--- config.mk ---
export PLATFORM = sky130hd
export DESIGN_NAME = dirq_capture
export DESIGN_NICKNAME = d
export VERILOG_FILES = /design/src/rtl/dirq_pkg.sv /design/src/rtl/dirq_evt_join.sv /design/src/rtl/dirq_id_pick.sv /design/src/rtl/dirq_capture.sv
export SDC_FILE = /design/constraint.sdc
export NUM_CORES = 1
export LEC_CHECK = 0
export BUFFER_PORTS_ARGS = -buffer_cell sky130_fd_sc_hd__buf_2
export CELL_PAD_IN_SITES_DETAIL_PLACEMENT = 1
export CELL_PAD_IN_SITES_GLOBAL_PLACEMENT = 1
export CORE_MARGIN = 2
export CORE_UTILIZATION = 46
export CTS_BUF_LIST = sky130_fd_sc_hd__clkbuf_8
export DETAILED_ROUTE_END_ITERATION = 7
export PLACE_DENSITY_LB_ADDON = 0.2
export SYNTH_ARGS = -nofsm -noshare
export SYNTH_HDL_FRONTEND = slang
export SYNTH_HIERARCHICAL = 1
export SYNTH_SLANG_ARGS = --single-unit
--- constraint.sdc ---
create_clock -name clk -period 3.63 [get_ports clk]
set_input_delay 0.1815 -clock clk [delete_from_list [all_inputs] [get_ports clk]]
set_output_delay 0.1815 -clock clk [all_outputs]
set_load 0.1 [all_outputs]
--- src/rtl/dirq_pkg.sv ---
package dirq_pkg;
  localparam int EV_N    = 5;
  localparam int EV_DONE = 0;
  localparam int EV_SOF  = 1;
  localparam int EV_BERR = 2;
  localparam int EV_EOF  = 3;
  localparam int EV_BRA  = 4;
  // event kinds that load the frame ID register
  localparam logic [EV_N-1:0] CAPTURE_SET = 5'b11110;
  // event kinds that ignore the enable bits
  localparam logic [EV_N-1:0] NOMASK_SET  = 5'b00100;

  typedef enum logic [1:0] {
    RA_STATUS = 2'd0,
    RA_ENABLE = 2'd1,
    RA_FID    = 2'd2,
    RA_NONE   = 2'd3
  } reg_addr_e;
endpackage

--- src/rtl/dirq_evt_join.sv ---
module dirq_evt_join #(
  parameter int FID_W     = 29,
  parameter bit WAIT_BOTH = 1'b1
) (
  input  logic             clk,
  input  logic             rst,
  input  logic             dual,
  input  logic [1:0]       ev,
  input  logic [FID_W-1:0] fid0,
  input  logic [FID_W-1:0] fid1,
  output logic             post,
  output logic [FID_W-1:0] post_fid
);
  logic [1:0] seen_q;
  logic [1:0] arrived;

  assign arrived = seen_q | ev;

  generate
    if (WAIT_BOTH) begin : g_join
      always_comb begin
        if (!dual) begin
          post     = ev[0];
          post_fid = fid0;
        end else begin
          post     = &arrived;
          // channel that completes the pair is the last; tie goes to ch1
          post_fid = ev[1] ? fid1 : fid0;
        end
      end
      always_ff @(posedge clk) begin
        if (rst || !dual || post) seen_q <= 2'b00;
        else                      seen_q <= arrived;
      end
    end else begin : g_direct
      always_comb begin
        if (!dual) begin
          post     = ev[0];
          post_fid = fid0;
        end else begin
          post     = |ev;
          post_fid = ev[0] ? fid0 : fid1;
        end
      end
      assign seen_q = 2'b00;
    end
  endgenerate
endmodule

--- src/rtl/dirq_id_pick.sv ---
module dirq_id_pick
  import dirq_pkg::*;
#(
  parameter int FID_W = 29
) (
  input  logic [EV_N-1:0]            cand,
  input  logic [EV_N-1:0][FID_W-1:0] fids,
  output logic                       hit,
  output logic [FID_W-1:0]           hit_fid
);
  always_comb begin
    hit     = 1'b1;
    hit_fid = fids[EV_BERR];
    if      (cand[EV_BERR]) hit_fid = fids[EV_BERR];
    else if (cand[EV_EOF])  hit_fid = fids[EV_EOF];
    else if (cand[EV_BRA])  hit_fid = fids[EV_BRA];
    else if (cand[EV_SOF])  hit_fid = fids[EV_SOF];
    else                    hit     = 1'b0;
  end
endmodule

--- src/rtl/dirq_capture.sv ---
module dirq_capture
  import dirq_pkg::*;
#(
  parameter int FID_W = 29,
  parameter int DW    = 32
) (
  input  logic             clk,
  input  logic             rst,
  input  logic             dual_mode,
  input  logic [1:0]       ch_done,
  input  logic [1:0]       ch_sof,
  input  logic [1:0]       ch_berr,
  input  logic [1:0]       ch_eof,
  input  logic [1:0]       ch_bra,
  input  logic [FID_W-1:0] ch0_fid,
  input  logic [FID_W-1:0] ch1_fid,
  input  logic             bus_sel,
  input  logic             bus_we,
  input  logic [1:0]       bus_addr,
  input  logic [DW-1:0]    bus_wdata,
  output logic [DW-1:0]    bus_rdata,
  output logic             irq_o
);
  localparam int PAD_W = DW - FID_W;

  logic [EV_N-1:0][1:0]       ev_in;
  logic [EV_N-1:0]            post;
  logic [EV_N-1:0][FID_W-1:0] post_fid;
  logic [EV_N-1:0]            status_q, enable_q, eff, clr, kept, cand;
  logic [FID_W-1:0]           fid_q, cap_fid;
  logic                       cap_hit, allow, wr_stat, wr_en;
  logic                       unused_wbits;

  assign ev_in[EV_DONE] = ch_done;
  assign ev_in[EV_SOF]  = ch_sof;
  assign ev_in[EV_BERR] = ch_berr;
  assign ev_in[EV_EOF]  = ch_eof;
  assign ev_in[EV_BRA]  = ch_bra;

  generate
    for (genvar k = 0; k < EV_N; k++) begin : g_ev
      dirq_evt_join #(
        .FID_W    (FID_W),
        .WAIT_BOTH(k != EV_BERR)
      ) u_join (
        .clk     (clk),
        .rst     (rst),
        .dual    (dual_mode),
        .ev      (ev_in[k]),
        .fid0    (ch0_fid),
        .fid1    (ch1_fid),
        .post    (post[k]),
        .post_fid(post_fid[k])
      );
    end
  endgenerate

  assign wr_stat = bus_sel && bus_we && (bus_addr == RA_STATUS);
  assign wr_en   = bus_sel && bus_we && (bus_addr == RA_ENABLE);
  assign clr     = wr_stat ? bus_wdata[EV_N-1:0] : '0;
  assign eff     = enable_q | NOMASK_SET;
  assign kept    = status_q & ~clr;
  assign allow   = ((kept & eff) == '0);
  assign cand    = allow ? (post & CAPTURE_SET & eff) : '0;
  assign unused_wbits = ^bus_wdata[DW-1:EV_N];

  dirq_id_pick #(.FID_W(FID_W)) u_pick (
    .cand   (cand),
    .fids   (post_fid),
    .hit    (cap_hit),
    .hit_fid(cap_fid)
  );

  always_ff @(posedge clk) begin
    if (rst) begin
      status_q <= '0;
      enable_q <= '0;
      fid_q    <= '0;
      irq_o    <= 1'b0;
    end else begin
      status_q <= kept | post;
      if (wr_en)   enable_q <= bus_wdata[EV_N-1:0] & ~NOMASK_SET;
      if (cap_hit) fid_q    <= cap_fid;
      irq_o <= |(status_q & eff);
    end
  end

  always_ff @(posedge clk) begin
    if (rst) begin
      bus_rdata <= '0;
    end else if (bus_sel && !bus_we) begin
      unique case (reg_addr_e'(bus_addr))
        RA_STATUS: bus_rdata <= {{(DW-EV_N){1'b0}}, status_q};
        RA_ENABLE: bus_rdata <= {{(DW-EV_N){1'b0}}, enable_q};
        RA_FID:    bus_rdata <= {fid_q, {PAD_W{1'b0}}};
        default:   bus_rdata <= '0;
      endcase
    end
  end
endmodule

==> impl_metrics.ini <==
[cts]
clk_pin_slew_ns = 0.08
post_cts_resize_count = 0
clockRootBuffer = clkbuf_8
cts_tree = done
cts_max_level = 3
cts_buffers = 9
clk_latency_ns = 0.36
clk_path_buf_depth = 2
clock-sinks = 79

[place]
dp_hpwl_um = 10600
gp_congestion = 0.840
io_buffer_count = 112

[min_path]
hold_start = ch_sof[0]
min_to = g_ev[1].u_join/seen_q[1]
hold_path.class = in2reg
whs_path_depth = 2

[pwr]
power.total_w = 0.00226
peakVddDrop_v = 0.000148
p_leak_nw = 2.81
pwr_density_cell_mw_per_mm2 = 355

[worst_setup_path]
ff2ff_path_depth = 7
cp_max_fo = 29
reg2reg_to = fid_q[24]
arrival_ns = 3.27
worstSetupEndpointType = flip-flop
rrSetupSlack_ns = 0.58
r2r-start = enable_q[4]
start_kind = flip-flop
criticalPathCategory = reg2reg
required_ns = 3.85

[sta]
finalHoldViolCount = 0
fin_crit_sh_pct = 84.0
fmax_ghz = 0.328
tightest_slew_ns = 1.05
max_slew_margin_pct = 29.8
rsz0062_at_grt = no
finClkSkew_ns = 0.00752
setup_viol = 0
whs_ns = 0.00910
drv_slew = 0
min_period_ns = 3.05
setup_tns_ns = 0

[global_route]
grt_util_all_layers_pct = 24.9
grt_start_max_net_pins = 60
overflow = 0
antenna_found_initial = 1
grt_pass1_wl_um = 25600
grt_pass1_vias = 5046

[drt]
ant_nets = 0
wl_per_cell_um = 19.8
drc_errors = 0
vias_per_cell = 5.96
drt_wl_total_um = 16100
drt_pre_antenna_iters = 4
vias = 4833
drt_iter0_drc = 253

[status]
status = completed

[cells_and_area]
fillers = 1394
utilization_pct = 53.5
drive_gt1_share_pct = 40.6
nets = 766
syn_to_final_growth_pct = 14.4

[floorplanning]
rows = 40
die-area_mm2 = 0.0130
die_h_um = 114
core_mm2 = 0.0119
initial_core_util_pct = 46.7
die_x_um = 114
io_pins = 140

[logic_synthesis]
avgSynthCellArea_um2 = 9.68
synth_warnings = 6
synth_nets = 682
synth_cells = 575
netlist_area_mm2 = 0.00556

[job]
maxCapViolCount = 0
-- area by class of cell --
| cell class | instances | area, um^2 | share of cell area, % |
|---|---|---|---|
| antenna | 1 | 2.50 | 0.0393 |
| multi-input combinational | 447 | 3720 | 58.4 |
| sequential | 79 | 1580 | 24.8 |
| clock buffer | 11 | 151 | 2.38 |
| timing repair buffer | 122 | 638 | 10.0 |
| tap | 147 | 184 | 2.89 |
| clock inverter | 4 | 93.8 | 1.47 |
-- per-stage QoR --
stage,setup slack (ns),cells,cell area (um^2)
2_1_floorplan,1.12,575,5560
5_1_grt,0.412,811,6370
6_report,0.582,811,6370
3_3_place_gp,0.506,794,6110
4_1_cts,0.586,810,6360
3_5_place_dp,0.309,794,6110
-- cells in the final DEF, fill, tap and decap left out, types with 2 or more instances in the layout --
cell / instances
a211oi_1: 2
a21oi_1: 20
a22oi_1: 28
a31oi_1: 2
and4_1: 2
buf_2: 112
buf_4: 9
bufinv_16: 3
clkbuf_8: 11
dfxtp_1: 79
mux2_2: 76
mux2_4: 40
mux2i_1: 37
nand2_1: 8
nand2_2: 3
nand3_1: 2
nor2_1: 81
nor2b_1: 31
nor3_1: 2
nor3b_1: 29
nor4_1: 8
o21bai_1: 29
o221a_1: 19
o221a_2: 10
or2b_1: 4
-- worst max-delay path, cell delays in order (launching register included) --
cell and delay [ns]:
dfxtp_1 0.36, a22oi_1 0.28, o21ai_1 0.10, a21oi_1 0.24, and3_1 0.62, or2_2 0.91, mux2i_1 0.32, nor2_1 0.06
-- report_power, final --
part | internal (W) | switching [W]
sequential | 0.000908 | 0.0000255
clock | 0.000489 | 0.000326
combinational | 0.000247 | 0.000264
-- worst max path at each step --
stage,from,end,slack [ns]
after floorplan,bus_addr[1],fid_q[0],1.12
final,enable_q[4],fid_q[24],0.58
after CTS,enable_q[4],fid_q[24],0.59
after global placement,bus_addr[0],fid_q[14],0.51
after global routing,enable_q[4],fid_q[16],0.41
after detailed placement,bus_addr[0],fid_q[24],0.31
-- timing repair --
| item | 4_1_cts | 5_1_grt |
|---|---|---|
| setup buffers | 0 | 0 |
| hold buffers | 1 | 0 |
| endpoints found under the hold margin | 1 | 0 |
-- flip-flops by register name (all words and copies together) (netlist names) --
signal	count
enable_q	4
g_ev.u_join/seen_q	8
fid_q	29
status_q	5
irq_o	1
bus_rdata	32
-- per-layer routing --
layer  vias up  part of all wire, %  GRT usage (%)
met5         -                    0              0
met4         0                  2.2           9.59
met3        25                  3.3           3.67
met2        94                   50           44.5
met1      2421                   45           30.1
li1       2293                    -              -
(Power assumes the default switching activity.)
